<file path="config.mk">
export PLATFORM = sky130hd
export DESIGN_NAME = dbg_cmd_snoop
export DESIGN_NICKNAME = d
export VERILOG_FILES = /design/src/rtl/dbg_cmd_pkg.sv /design/src/rtl/dbg_cmd_decode.sv /design/src/rtl/dbg_ram_seq.sv /design/src/rtl/dbg_cmd_snoop.sv
export SDC_FILE = /design/constraint.sdc
export NUM_CORES = 1
export LEC_CHECK = 0
export BUFFER_PORTS_ARGS = -buffer_cell sky130_fd_sc_hd__buf_2
export CAP_MARGIN = 30
export CORE_ASPECT_RATIO = 1.75
export CORE_MARGIN = 4
export CORE_UTILIZATION = 40
export CTS_CLUSTER_SIZE = 12
export DETAILED_ROUTE_END_ITERATION = 16
export HOLD_SLACK_MARGIN = 0.1
export PLACE_DENSITY = 0.64
export RECOVER_POWER = 25
export SYNTH_ARGS = -nofsm -noshare
export SYNTH_HDL_FRONTEND = slang
export SYNTH_SLANG_ARGS = --single-unit
export TNS_END_PERCENT = 30
</file>
<file path="constraint.sdc">
create_clock -name clk -period 1.8 [get_ports clk]
set_clock_uncertainty 0.05 [all_clocks]
set_input_delay 0.09 -clock clk [delete_from_list [all_inputs] [get_ports clk]]
set_output_delay 0.09 -clock clk [all_outputs]
set_load 0.01 [all_outputs]
</file>
<file path="src/rtl/dbg_cmd_pkg.sv">
package dbg_cmd_pkg;
    localparam int WORD_W   = 32;
    localparam int ADDR_W   = 14;
    localparam int CODE_LSB = 16;
    localparam int HI_LSB   = 20;

    typedef enum logic [1:0] {
        OP_READ,
        OP_WRITE,
        OP_MON
    } op_kind_e;

    typedef struct packed {
        op_kind_e            kind;
        logic [ADDR_W-1:0]   addr;
        logic [WORD_W-1:0]   data;
    } ram_op_t;

    typedef enum logic [2:0] {
        CMD_MON,
        CMD_RSVD,
        CMD_READ,
        CMD_WRITE,
        CMD_IRQ,
        CMD_DROP
    } cmd_e;

    function automatic cmd_e classify(input logic [2:0] code);
        case (code)
            3'b000:  return CMD_MON;
            3'b001:  return CMD_RSVD;
            3'b010:  return CMD_READ;
            3'b011:  return CMD_WRITE;
            3'b111:  return CMD_DROP;
            default: return CMD_IRQ;
        endcase
    endfunction
endpackage

</file>
<file path="src/rtl/dbg_cmd_decode.sv">
module dbg_cmd_decode
    import dbg_cmd_pkg::*;
(
    input  logic              clk,
    input  logic              rst,
    input  logic              rx_valid,
    input  logic [WORD_W-1:0] rx_word,
    output logic              op_valid,
    output ram_op_t           op,
    output logic              irq_pulse,
    output logic              recover_pulse
);
    logic              armed_q;
    logic              post_q;
    logic              wr_wait_q;
    logic [ADDR_W-1:0] wr_addr_q;
    logic              all_ones;
    logic              hi_ok;
    logic [ADDR_W-1:0] addr_f;

    assign all_ones = &rx_word;
    assign hi_ok    = &rx_word[WORD_W-1:HI_LSB];
    assign addr_f   = rx_word[ADDR_W+1:2];

    always_ff @(posedge clk) begin
        if (rst) begin
            armed_q       <= 1'b0;
            post_q        <= 1'b0;
            wr_wait_q     <= 1'b0;
            wr_addr_q     <= '0;
            op_valid      <= 1'b0;
            op            <= '0;
            irq_pulse     <= 1'b0;
            recover_pulse <= 1'b0;
        end else begin
            op_valid      <= 1'b0;
            irq_pulse     <= 1'b0;
            recover_pulse <= 1'b0;
            if (rx_valid) begin
                if (wr_wait_q) begin
                    wr_wait_q <= 1'b0;
                    armed_q   <= 1'b0;
                    op_valid  <= 1'b1;
                    op        <= '{kind: OP_WRITE, addr: wr_addr_q, data: rx_word};
                end else if (all_ones) begin
                    post_q <= 1'b0;
                    if (armed_q) begin
                        armed_q       <= 1'b0;
                        post_q        <= 1'b1;
                        recover_pulse <= 1'b1;
                    end else begin
                        armed_q <= 1'b1;
                    end
                end else begin
                    armed_q <= 1'b0;
                    post_q  <= 1'b0;
                    if (!post_q || hi_ok) begin
                        case (classify(rx_word[CODE_LSB+2:CODE_LSB]))
                            CMD_READ: begin
                                op_valid <= 1'b1;
                                op       <= '{kind: OP_READ, addr: addr_f, data: '0};
                            end
                            CMD_WRITE: begin
                                wr_wait_q <= 1'b1;
                                wr_addr_q <= addr_f;
                            end
                            CMD_MON: begin
                                op_valid <= 1'b1;
                                op       <= '{kind: OP_MON, addr: '0, data: '0};
                            end
                            CMD_IRQ:  irq_pulse <= 1'b1;
                            default:  ;
                        endcase
                    end
                end
            end
        end
    end

    // an interrupt pulse only follows a received non-all-ones word
    p_irq_from_word_r7: assert property (@(posedge clk) disable iff (rst)
        irq_pulse |-> $past(rx_valid && !(&rx_word)));

    // recovery pulse only follows a sampled all-ones word
    p_recover_pair_r10: assert property (@(posedge clk) disable iff (rst)
        recover_pulse |-> $past(rx_valid && (&rx_word)));

    // reserved code yields neither an operation nor an interrupt
    p_reserved_quiet_r8: assert property (@(posedge clk) disable iff (rst)
        (rx_valid && !wr_wait_q && rx_word[CODE_LSB+2:CODE_LSB] == 3'b001)
        |=> (!op_valid && !irq_pulse));
endmodule

</file>
<file path="src/rtl/dbg_ram_seq.sv">
module dbg_ram_seq
    import dbg_cmd_pkg::*;
(
    input  logic              clk,
    input  logic              rst,
    input  logic              flush,
    input  logic              op_valid,
    input  ram_op_t           op,
    input  logic              cpu_busy,
    input  logic [WORD_W-1:0] ram_rdata,
    output logic              ram_req,
    output logic              ram_we,
    output logic [ADDR_W-1:0] ram_addr,
    output logic [WORD_W-1:0] ram_wdata,
    output logic              tx_valid,
    output logic [WORD_W-1:0] tx_data
);
    typedef enum logic [2:0] {
        S_IDLE, S_RD_PEND, S_WR_PEND, S_VF_PEND, S_RD_DATA, S_MON
    } seq_state_e;

    seq_state_e        state_q;
    logic [ADDR_W-1:0] addr_q;
    logic [WORD_W-1:0] data_q;
    logic [WORD_W-1:0] last_q;
    logic              pend;

    assign pend      = (state_q == S_RD_PEND) || (state_q == S_WR_PEND) ||
                       (state_q == S_VF_PEND);
    assign ram_req   = pend && !cpu_busy;
    assign ram_we    = ram_req && (state_q == S_WR_PEND);
    assign ram_addr  = addr_q;
    assign ram_wdata = data_q;
    assign tx_valid  = (state_q == S_RD_DATA) || (state_q == S_MON);
    assign tx_data   = (state_q == S_MON) ? last_q : ram_rdata;

    always_ff @(posedge clk) begin
        if (rst) begin
            last_q <= '0;
        end else if (state_q == S_RD_DATA) begin
            last_q <= ram_rdata;
        end
    end

    always_ff @(posedge clk) begin
        if (rst || flush) begin
            state_q <= S_IDLE;
            addr_q  <= '0;
            data_q  <= '0;
        end else begin
            case (state_q)
                S_IDLE: if (op_valid) begin
                    addr_q <= op.addr;
                    data_q <= op.data;
                    case (op.kind)
                        OP_READ:  state_q <= S_RD_PEND;
                        OP_WRITE: state_q <= S_WR_PEND;
                        default:  state_q <= S_MON;
                    endcase
                end
                S_RD_PEND, S_VF_PEND: if (!cpu_busy) state_q <= S_RD_DATA;
                S_WR_PEND:            if (!cpu_busy) state_q <= S_VF_PEND;
                default:              state_q <= S_IDLE;
            endcase
        end
    end

    // a pending access waits unchanged while the CPU holds the RAM
    p_busy_holds_r4: assert property (@(posedge clk) disable iff (rst)
        (pend && cpu_busy && !flush) |=> (state_q == $past(state_q)));

    // a granted write is followed by a verify read of the same word
    p_write_then_verify_r5: assert property (@(posedge clk) disable iff (rst)
        (ram_req && ram_we && !flush) |=> (state_q == S_VF_PEND && $stable(ram_addr)));

    // a RAM-sourced result follows a granted read request
    p_tx_after_read_r2: assert property (@(posedge clk) disable iff (rst)
        (state_q == S_RD_DATA) |-> $past(ram_req && !ram_we));
endmodule

</file>
<file path="src/rtl/dbg_cmd_snoop.sv">
module dbg_cmd_snoop
    import dbg_cmd_pkg::*;
(
    input  logic              clk,
    input  logic              rst,
    input  logic              rx_valid,
    input  logic [WORD_W-1:0] rx_word,
    input  logic              cpu_busy,
    output logic              ram_req,
    output logic              ram_we,
    output logic [ADDR_W-1:0] ram_addr,
    output logic [WORD_W-1:0] ram_wdata,
    input  logic [WORD_W-1:0] ram_rdata,
    output logic              tx_valid,
    output logic [WORD_W-1:0] tx_data,
    output logic              irq_pulse,
    output logic              recover_pulse
);
    logic    op_valid;
    ram_op_t op;

    dbg_cmd_decode u_decode (
        .clk           (clk),
        .rst           (rst),
        .rx_valid      (rx_valid),
        .rx_word       (rx_word),
        .op_valid      (op_valid),
        .op            (op),
        .irq_pulse     (irq_pulse),
        .recover_pulse (recover_pulse)
    );

    dbg_ram_seq u_seq (
        .clk       (clk),
        .rst       (rst),
        .flush     (recover_pulse),
        .op_valid  (op_valid),
        .op        (op),
        .cpu_busy  (cpu_busy),
        .ram_rdata (ram_rdata),
        .ram_req   (ram_req),
        .ram_we    (ram_we),
        .ram_addr  (ram_addr),
        .ram_wdata (ram_wdata),
        .tx_valid  (tx_valid),
        .tx_data   (tx_data)
    );

    // no RAM request reaches the port while the CPU owns the RAM
    p_no_req_when_busy_r4: assert property (@(posedge clk) disable iff (rst)
        cpu_busy |-> !ram_req);
endmodule

</file>
* Word-level counts from Yosys, hierarchy flattened *
Index checks and enable logic that the tools add are counted.

word-level totals
  output and inout port bits = 83
  word-level logic and storage cells = 92
  bits in registers = 149

cells by class
  reductions and logical operators = 27
  bitwise logic cells = 4
  multiplexer cells = 30
  equality and inequality tests = 17

operators by type and width
  kind                                                                   number
  48-bit two-way mux                                                     3
  48-bit one-hot mux with 2 select lines                                 1
  32-bit two-way mux                                                     1
  32-bit AND reduction                                                   1
  3-bit two-way mux                                                      8
  3-bit by 2-bit equality test with 1-bit output, second input constant  6
  3-bit one-hot mux with 5 select lines                                  1
  1-bit two-way mux                                                      14
  3-bit equality test, second input constant                             4
  12-bit AND reduction                                                   1
  3-bit logical NOT                                                      3
  3-bit one-hot mux with 3 select lines                                  1
  3-bit by 1-bit equality test with 1-bit output, second input constant  2
  2-bit != test, second input constant                                   3
  3-bit one-hot mux with 2 select lines                                  1
  2-bit OR reduction                                                     3
  1-bit logical OR                                                       5
  5-bit AND reduction                                                    1
  5-bit OR reduction                                                     1
  1-bit NOT                                                              4
  2-bit AND reduction                                                    2
  4-bit AND reduction                                                    1
  3-bit AND reduction                                                    1
  3-bit nonzero test                                                     1
  other kinds (7)                                                        9

* Logic depth before layout (Yosys ltp) *
Gate-level depths: netlist of the first run.

  depth in word-level cells = 13
  depth in mapped cells = 7

* By module *
Synthesis of the first run repeated with hierarchy kept, for this count alone.

second synthesis, totals
  cells, all modules = 743
  area, all modules = 6,412.4 um2

by module, submodules not included
  module          seq. area each (um2)  cells an instance  area an instance (um2)  times used
  dbg_ram_seq     1,621.6               401                3,328.2                 1
  dbg_cmd_decode  1,361.3               342                3,084.2                 1

* Worst setup path after synthesis of the first run *
OpenSTA, ideal clock, no wires.

  kind = reg2out
  from = reg u_seq.state_q[2]
  to = out tx_data[0]
  data arrival time = 1,616 ps
  setup slack = 44 ps
  stages on the path, launching flop included = 6
  path through = dfxtp_1 clkbuf_1 nor2b_1 nand2_1 buf_1 mux2_1

between the ends
  word-level cells in the longest chain between the ends = 2

ends and longest elaborated chain
  what                    line                 text
  start, declared         dbg_ram_seq.sv:22    seq_state_e state_q;
  start signal, assigned  dbg_ram_seq.sv:47    state_q <= S_IDLE;
  start signal, assigned  dbg_ram_seq.sv:56    OP_READ: state_q <= S_RD_PEND;
  start signal, assigned  dbg_ram_seq.sv:57    OP_WRITE: state_q <= S_WR_PEND;
  3-bit equality test     dbg_ram_seq.sv:35    assign tx_data = (state_q == S_MON) ? last_q : ram_rdata;
  32-bit two-way mux      dbg_ram_seq.sv:35
  end, declared           dbg_cmd_snoop.sv:15  output logic [WORD_W-1:0] tx_data,

Every way passes these cells.

* Worst setup path in the final report of the first run *
  from = reg u_seq.state_q[1]
  to = out tx_data[24]

Same word-level chain as after synthesis.

==> impl_results.md, run 1 <==
* Initial DRC count at 233
* CTS tree: built
* Final #Nets at 1015
* Crit path required time at 1.66 ns
* Num rows at 59
* Dominant cell type by area after synthesis: dfxtp_1
* Port-buffer cells at 150
* Vias in the first global route at 5789
* WHS at 0.0924 ns
* DRC Markers at 0
* Cells after Synth at 737
* Pre-antenna DRT Iters at 4
* First-pass GRT wire length at 28500 um
* CTS Buf Count at 17
* VDD IR max at between 0.6 and 0.7 mV
* CTS sink cnt at between 100 and 150
* Leakage at 3.41 nW
* Slew Limit Fails at 0
* Asr flop ratio synth at 0%
* Inst Count DP at 1038
* Share of layout cells above drive strength 1 at 21.0%
* Slew margin rel. at approximately 70%
* R2R cell count at 4
* CP startpoint kind: register
* Height of the chip at 172 um
* CP arrival at 1.71 ns
* Power Dens Cells at between 900 and 1000 mW/mm2
* Setup WS pre-CTS at approximately 0.034 ns
* Post-DP HPWL at ~12000 um
* Worst r2r src: u_decode.wr_wait_q
* Fin crit period at between 1.5 and 2 ns
* Cell area after synthesis at 0.00614 mm2
* Gpl congestion at 0.809
* Initial core utilization at 41.0%
* Number of synthesized flops with an enable pin at 0
* DR vias/cell at 5.06
* Antenna Violating Nets Remaining at 0
* Area contributors post-synth: dfxtp_1 (49%), nand2_1 (12%), a21oi_1 (9.5%), mux2_1 (5.9%), o211ai_1 (4.0%)
* Root buf cell: clkbuf_16
* Syn_nets at 805
* Worst-Margin Slew at 0.437 ns
* Final period utilization at 103%
* DR vias at 5789
* Tightest Hold Check Type: in -> reg
* Core Area at approximately 0.015 mm2
* Final hold violation count at 0
* RSZ-0062 raised after global routing: yes
* Largest net degree at the start of global routing at between 80 and 90
* Post-synth top area share at between 40% and 50%
* Clock-pin slew on the worst setup and hold paths at 0.06 ns
* Worst setup path startpoint: u_seq.state_q[1]
* Status: finished, violations left
* Yosys warns at 0
* Routed len/inst at 16.0 um
* CP Capture Type: primary output
* Setup WS post-layout at -0.0514 ns
* Yosys cell types at 34
* Routed wire length at 18300 um
* Final Non-Filler Cells at 1143
* Maxcap violations at 0
* CTS max path bufs at 2
* Post-synth top cells: nand2_1 (198), dfxtp_1 (149), a21oi_1 (116)
* Synth-to-Final Area Change at 44.2%
* Max Fclk at ~540 MHz
* R2R Path End: u_decode.op[42]
* GRT overflow at 0
* Post-Syn Area per Cell at 8.33 um2
* FF-to-FF setup slack at 0.23 ns
* CP endpoint: tx_data[24]
* Area of the die at 0.0175 mm2
* Die X at 102 um
* Final core utilization at 59.1%
* Primary FF master, synth: dfxtp_1
* Critical path class: reg -> out
* Flops & latches, synth at ~150
* CTS HTree Levels at 4
* Setup violators final at 24
* Hold Crit Depth at 5
* Tot GR Track Use at around a fifth
* Initial antenna violation count at 0
* Sequential share of the synthesized area at roughly half
* Number of fill cells at about 1300
* # IOs at around 150
* Crit-path max FO at 8
* Failing checks: setup timing
* Worst-Skew Late Latency at between 0.4 and 0.5 ns
* Most common cell in the netlist: nand2_1
==> cell usage in the layout (no fill, tap or decap), types with 6 or more instances in the layout <==
cell	instances
dlygate4sd3_1	67
buf_4	26
dfxtp_1	146
clkbuf_16	19
nand2_1	197
a21oi_1	116
nand4_1	9
o221a_1	14
clkbuf_1	48
and2_1	16
o211ai_1	33
nand2b_1	30
mux2_1	6
mux2i_1	14
buf_6	29
mux2_4	26
nor3_1	9
nor2_1	34
buf_2	71
==> per-layer routing <==
layer	vias up	share of wire [%]	global-route usage, %
li1	2934	-	-
met2	170	53	38.2
met4	0	3.5	9.72
met1	2647	39	21.9
met3	38	4.8	4.20
met5	-	0	0
==> what timing repair did <==
action / CTS / global route
buffers inserted: 4 / 2
hold buffers: 67 / 1
gates cloned: 3 / 2
endpoints found under the hold margin: 98 / 1
resized for setup: 56 / 12
pin swaps: 1 / 8
endpoints found under the setup margin: 32 / 64
==> state kept, by name (all words and copies together), names as in the netlist <==
signal,count
u_decode.armed_q,1
u_decode.irq_pulse,1
u_decode.op,48
u_decode.op_valid,1
u_decode.post_q,1
u_decode.recover_pulse,1
u_decode.wr_addr_q,14
u_decode.wr_wait_q,1
u_seq.last_q,32
u_seq.ram_addr,14
u_seq.ram_wdata,32
u_seq.state_q,3
==> area by class of cell <==
class / instances / area [um2] / area share, %
repair buffers: 251 / 1960 / 22.1
inverters: 3 / 11.3 / 0.127
flip-flops and latches: 149 / 2990 / 33.8
clock inverters: 13 / 196 / 2.22
diodes: 1 / 2.50 / 0.0283
clock buffers: 18 / 439 / 4.96
multi-input cells: 525 / 3020 / 34.2
well taps: 183 / 229 / 2.59
==> logic make-up (layout without fill, tap and decap cells) <==
group,Yosys count,in the layout,synth area share [%]
muxes,46,46,8.15
and+or+nand+nor,307,307,22.0
buffers and inverters,63,285,4.07
DFF,149,149,48.6
other,0,1,0
AOI/OAI and AO/OA,172,172,17.2
==> worst max-delay path, cell delays in order, from the launching register on <==
cell	delay, ns
dfxtp_4	0.35
nor2b_4	0.13
nand2_4	0.07
bufbuf_16	0.28
mux2_1	0.32
buf_2	0.14
==> stage by stage <==
| stage | TNS [ns] | total power [mW] | cell area (um2) |
|---|---|---|---|
| 3_5_place_dp | 0 | 4.12 | 7160 |
| 5_1_grt | -2.04 | 8.37 | 8850 |
| 4_1_cts | -1.18 | 8.13 | 8830 |
| 3_3_place_gp | 0 | 4.12 | 7160 |
| 2_1_floorplan | 0 | 3.83 | 6140 |
| 6_report | -0.475 | 8.08 | 8850 |
==> worst min path at each step <==
stage,start,slack [ns],end
detailed placement,ram_rdata[20],0.30,u_seq.last_q[20]
global placement,ram_rdata[12],0.29,u_seq.last_q[12]
floorplan,rx_word[18],0.16,u_decode.irq_pulse
CTS,rx_word[20],0.10,u_decode.armed_q
finish,rx_word[27],0.09,u_decode.armed_q
global route,rx_word[27],0.13,u_decode.armed_q
==> power breakdown <==
group | total [mW] | internal, mW | switching, mW
clock network | 3.80 | 2.37 | 1.42
registers | 3.42 | 3.37 | 0.0492
logic | 0.859 | 0.446 | 0.414
total | 8.08 | 6.19 | 1.89
Note: power is estimated with default switching activity, not from simulation.
==> run 2, diff against run 1 <==
--- a/config.mk
+++ b/config.mk
@@ -10,10 +10,11 @@
 export CORE_ASPECT_RATIO = 1.75
 export CORE_MARGIN = 4
 export CORE_UTILIZATION = 40
+export CTS_BUF_LIST = sky130_fd_sc_hd__clkbuf_4 sky130_fd_sc_hd__clkbuf_8
 export CTS_CLUSTER_SIZE = 12
 export DETAILED_ROUTE_END_ITERATION = 16
 export HOLD_SLACK_MARGIN = 0.1
-export PLACE_DENSITY = 0.64
+export PLACE_DENSITY = 0.62
 export RECOVER_POWER = 25
 export SYNTH_ARGS = -nofsm -noshare
 export SYNTH_HDL_FRONTEND = slang
==> constraint.sdc (replaced) <==
create_clock -name clk -period 2 [get_ports clk]
set_clock_uncertainty 0.05 [all_clocks]
set_input_delay 0.1 -clock clk [delete_from_list [all_inputs] [get_ports clk]]
set_output_delay 0.1 -clock clk [all_outputs]
set_load 0.01 [all_outputs]
==> run 2 against run 1 <==
The run now ends clean. Non-clock buffer count fell by 8. Sequential share of layout area grew 2.6 points. Core utilization down 4.3 points. Critical path depth increased by 2. Combinational power is 23% lower. Via count grew 0.60%. Die area is the same. Count of clock-buffer cells in the layout increased by 1. Worst hold slack gained 0.074 ns. Register-to-register slack improved by 0.11 ns. Largest cell class is now registers.
==> impl_results.md, run 2 (synthesis results as in run 1) <==
* Crit path required time at 2.28 ns
* CTS sink cnt at approximately 150
* Maxcap violations at 0
* Area of the die at 0.0175 mm2
* Worst setup path startpoint: rx_word[29]
* Final period utilization at 96.8%
* CTS Buf Count at 17
* FF-to-FF setup slack at 0.34 ns
* CP startpoint kind: input pin
* Initial core utilization at 41.0%
* Crit path largest cell delay at 0.53 ns
* Fin crit period at roughly 1.9 ns
* Hold path start: rx_word[20]
* Slew margin rel. at between 50% and 60%
* CTS tree: built
* Power Dens Cells at 799 mW/mm2
* Biggest register: u_decode.op
* Post-CTS Setup Repair Bufs at 0
* Antenna Violating Nets Remaining at 0
* Critical-path cell list: dlygate4sd3_1, buf_2, nand4_1, o31a_1, or4_1, buf_4, o221a_1
* Slowest-stage cell, CP: dlygate4sd3_1
* Routed len/inst at 16.1 um
* Share of layout cells above drive strength 1 at 17.2%
* Worst r2r src: u_decode.wr_wait_q
* Final hold violation count at 0
* Post-DP Area at 0.00710 mm2
* Net Sw Power at between 1.5 and 2 mW
* Tot GR Track Use at about a fifth
* Most common cell after layout, fill and taps aside: nand2_1
* Die X at 102 um
* Vias in the first global route at 5751
* Slew Limit Fails at 0
* Post-DP HPWL at 12500 um
* Largest net degree at the start of global routing at 39
* Initial DRC count at 269
* Core Area at 0.0150 mm2
* Port-buffer cells at 150
* Num rows at between 50 and 60
* Routed wire length at 18300 um
* Worst-Skew Late Latency at 0.44 ns
* First-pass GRT wire length at approximately 29000 um
* Clock-pin slew on the worst setup and hold paths at around 0.080 ns
* VDD IR max at 0.400 mV
* CTS max path bufs at 2
* Synth-to-Final Area Change at 33.7%
* Status: completed
* Area occupied by multi-input gates at ~0.0029 mm2
* Reg power frac at 46.8%
* GRT overflow at 0
* DR vias at 5824
* Max Fclk at 516 MHz
* Critical path class: in -> reg
* Tightest Hold Check Type: in -> reg
* Number of fill cells at approximately 1500
* Clock share of power at 43.1%
* Crit-path max FO at 14
* Setup violators final at 0
* Max FFs per register at 48
* Post-Layout Inst Area at 0.00821 mm2
* Most frequent cells in the layout: nand2_1 (198), dfxtp_1 (147), a21oi_1 (116), buf_2 (101), dlygate4sd3_1 (68)
* Setup WS post-layout at 0.0632 ns
* Sw Share at between 20% and 30%
* Pre-antenna DRT Iters at 5
* Setup WS pre-CTS at 0.0746 ns
* Initial antenna violation count at 0
* CTS HTree Levels at 4
* CP arrival at 2.22 ns
* Share of total power in combinational logic at 10.1%
* Worst-Margin Slew at 0.691 ns
* CP Capture Type: register
* Final #Nets at 1007
* Root buf cell: clkbuf_8
* DR vias/cell at 5.13
* Leakage at 3.02 nW
* Sequential Area at between 0.002 and 0.003 mm2
* Gpl congestion at 0.817
* RSZ-0062 raised after global routing: no
* Antenna cells at 0
* Height of the chip at 172 um
* DRC Markers at 0
* Pint at 5.01 mW
* # IOs at 151
* Final TNS setup at 0 ns
[run 2: area by class of cell]
| cell class | count | area share (%) |
|---|---|---|
| clock buffer | 19 | 3.18 |
| clock inverter | 13 | 2.74 |
| multi-input combinational | 525 | 35.4 |
| tap | 183 | 2.79 |
| sequential | 149 | 36.4 |
| inverter | 3 | 0.137 |
| timing repair buffer | 243 | 19.4 |
[run 2: worst max-delay path: cells and delay by family]
kind                   cells  cell delay (ns)
AO/OA/AOI/OAI              2             0.61
buffers and inverters      3             0.86
AND/OR/NAND/NOR            2             0.64
[run 2: metrics by stage]
| step | hold slack (ns) | cells | power, mW | util [%] |
|---|---|---|---|---|
| final | 0.166 | 1135 | 6.56 | 54.8 |
| after global placement | 0.301 | 1035 | 3.69 | 47.4 |
| after detailed placement | 0.306 | 1035 | 3.70 | 47.4 |
| after CTS | 0.172 | 1135 | 6.63 | 55.2 |
| after global routing | 0.199 | 1135 | 6.81 | 54.8 |
| after floorplan | 0.169 | 737 | 3.45 | - |
[run 2: worst paths after layout]
check | to | cells past startpoint
worst max-delay path | u_decode.op[39] | 7
worst min-delay path | u_decode.armed_q | 5
worst max register to register | u_decode.op[39] | 4
worst min register to register | u_seq.ram_wdata[22] | 2
[run 2: repair_timing]
| action | 4_1_cts | 5_1_grt |
|---|---|---|
| pin swaps | 0 | 0 |
| endpoints found under the hold margin | 101 | 0 |
| gates resized for setup | 1 | 5 |
| setup endpoints to repair | 32 | 30 |
| hold buffers | 68 | 0 |
[run 2: power groups by stage]
stage	combinational (mW)	clock, mW	sequential, mW
floorplan	0.320	0	3.13
global placement	0.551	0	3.14
detailed placement	0.558	0	3.14
CTS	0.665	2.89	3.07
global route	0.727	3.00	3.08
finish	0.662	2.83	3.07
[run 2: layer usage]
metal | GRT usage (%) | share of wire, %
met5 | 0 | 0
met4 | 9.14 | 3.1
met3 | 3.71 | 4.6
met2 | 39.1 | 53
met1 | 22.6 | 39
==> run 3, diff against run 2 <==
--- a/config.mk
+++ b/config.mk
@@ -9,12 +9,12 @@
 export CAP_MARGIN = 30
 export CORE_ASPECT_RATIO = 1.75
 export CORE_MARGIN = 4
-export CORE_UTILIZATION = 40
+export CORE_UTILIZATION = 55
 export CTS_BUF_LIST = sky130_fd_sc_hd__clkbuf_4 sky130_fd_sc_hd__clkbuf_8
 export CTS_CLUSTER_SIZE = 12
 export DETAILED_ROUTE_END_ITERATION = 16
 export HOLD_SLACK_MARGIN = 0.1
-export PLACE_DENSITY = 0.62
+export PLACE_DENSITY = 0.81
 export RECOVER_POWER = 25
 export SYNTH_ARGS = -nofsm -noshare
 export SYNTH_HDL_FRONTEND = slang
==> run 3 against run 2 <==
Worst setup slack worse by 0.032 ns. Highest routed layer unchanged. Critical path depth unchanged. Via count increased by 5.0%. Sequential share of layout area increased by 0.65 points.
==> impl_results.md, run 3 (synthesis results as in run 1) <==
* Share of layout cells above drive strength 1 at approximately 17%
* CTS sink cnt at roughly 150
* Most frequent cells in the layout: nand2_1 (197), dfxtp_1 (147), a21oi_1 (116), buf_2 (100), dlygate4sd3_1 (66)
* First-pass GRT wire length at 28000 um
* Met2 wire len at approximately 9700 um
* Fin crit period at 1.97 ns
* Tot GR Track Use at 27.4%
* Crit path required time at about 2.3 ns
* Crit-path max FO at 14
* Power Dens Cells at 731 mW/mm2
* # IOs at around 150
* Hold path start: rst
* Setup violators final at 0
* RSZ-0062 raised after global routing: yes
* Slew margin rel. at 46.4%
* Routed len/inst at 17.2 um
* Initial DRC count at 301
* Setup WS pre-CTS at 0.128 ns
* Final #Nets at 1006
* Critical path class: in -> reg
* Number of fill cells at 775
* CTS HTree Levels at 4
* FF-to-FF setup slack at 0.16 ns
* Gpl congestion at 0.897
* VDD IR max at 0.547 mV
* Initial antenna violation count at 0
* CTS tree: built
* Largest net degree at the start of global routing at ~120
* CP startpoint kind: input pin
* Most common cell after layout, fill and taps aside: nand2_1
* Worst setup path startpoint: rx_word[24]
* Final hold violation count at 0
* Metal3 WL at 1290 um
* Final period utilization at 98.4%
* Antenna Violating Nets Remaining at 0
* Critical-path cell list: dlygate4sd3_1, buf_2, nand4_1, o31a_1, or4_1, buf_6, o221a_1
* Hold Crit Depth at 3
* Vias in the first global route at 5930
* Biggest register: u_decode.op
* Maxcap violations at 0
* Clock-pin slew on the worst setup and hold paths at 0.08 ns
* Met1 Wirelength at 6780 um
* Max FFs per register at 48
* Top routing layer in use: met4
* Height of the chip at between 100 and 150 um
* DR vias/cell at 5.66
* Pre-antenna DRT Iters at 5
* WHS Endpoint: u_decode.recover_pulse
* Tightest Hold Check Type: in -> reg
* DR vias at 6113
* Routed wire length at around 19000 um
* Final core utilization at between 70 and 80%
* Slew Limit Fails at 0
* Status: completed
* Worst r2r src: u_decode.recover_pulse
* Max Fclk at 508 MHz
* Core Area at 0.0108 mm2
* Slowest-stage cell, CP: dlygate4sd3_1
* CP Capture Type: register
* R2R Path End: u_seq.ram_addr[2]
* Num rows at 50
* CTS Buf Count at 17
* CTS max path bufs at 2
* DRC Markers at 0
* Synth-to-Final Area Change at 31.5%
* Antenna cells at 0
* Worst-Skew Late Latency at 0.44 ns
* Worst-Margin Slew at about 0.8 ns
* Crit path largest cell delay at 0.56 ns
* CP arrival at 2.23 ns
* Die X at 87.9 um
* Leakage at 2.97 nW
* GRT overflow at 0
* Area of the die at 0.0130 mm2
* Root buf cell: clkbuf_8
* Setup WS post-layout at 0.0316 ns
* Post-DP HPWL at between 10000 and 15000 um
* Initial core utilization at 56.7%
* R2R cell count at 3
* Port-buffer cells at 150
run 3: changes by cell type in the layout (fill, tap and decap cells not counted), moves of 2 or more:
cell           before  now
bufinv_16           6    1
buf_6               0    2
clkbuf_16           0    2
clkinvlp_4          1    4
dlygate4sd3_1      68   66
clkinv_4            0    2
clkbuf_2            2    0
run 3: repair_timing:
item                                   in CTS  in global routing
setup endpoints to repair                  32                 51
endpoints found under the hold margin     100                  0
hold buffers                               66                  0
gates resized for setup                     2                  6
setup buffers                               0                  4
pin swaps                                   0                  2
cloned                                      0                  2
run 3: layout make-up:
class,instances,area (um2),area share [%]
sequential,149,2990,37.0
multi-input combinational,525,2920,36.1
timing repair buffer,242,1630,20.2
clock buffer,19,262,3.24
tap,130,163,2.01
clock inverter,12,106,1.32
inverter,3,11.3,0.139
run 3: per-stage QoR:
step / TNS, ns / total power, mW / area (um2) / hold WS, ns / instances
2_1_floorplan: 0 / 3.45 / 6140 / 0.169 / 737
3_3_place_gp: 0 / 3.66 / 7020 / 0.300 / 977
3_5_place_dp: 0 / 3.68 / 7020 / 0.312 / 977
4_1_cts: 0 / 5.90 / 8050 / 0.124 / 1074
5_1_grt: -0.0173 / 6.12 / 8080 / 0.154 / 1080
6_report: 0 / 5.90 / 8080 / 0.135 / 1080
run 3: worst max-delay path, delay by kind of cell:
kind                   cells  cell delay, ns
AOI/OAI and AO/OA          2            0.61
and+or+nand+nor            2            0.65
buffers and inverters      3            0.87
run 3: worst max path at each step:
stage,endpoint,slack (ns),cells past startpoint
4_1_cts,tx_data[18],0.009,5
5_1_grt,u_decode.op[33],-0.01,7
3_5_place_dp,u_decode.wr_addr_q[10],0.13,7
2_1_floorplan,tx_data[0],0.23,5
3_3_place_gp,u_decode.wr_addr_q[11],0.19,7
6_report,u_decode.op[33],0.03,7
run 3: where the power goes:
group | switching [mW] | leakage, nW | internal (mW)
Sequential | 0.0507 | 1.21 | 3.03
Combinational | 0.358 | 1.59 | 0.312
Clock | 1.11 | 0.180 | 1.04
run 3: metal layers:
| metal | GRT usage (%) | up-vias |
|---|---|---|
| met4 | 15.2 | 0 |
| met1 | 28.6 | 2866 |
| met2 | 49.1 | 264 |
| met3 | 5.80 | 69 |
| met5 | 0 | - |
| li1 | - | 2914 |
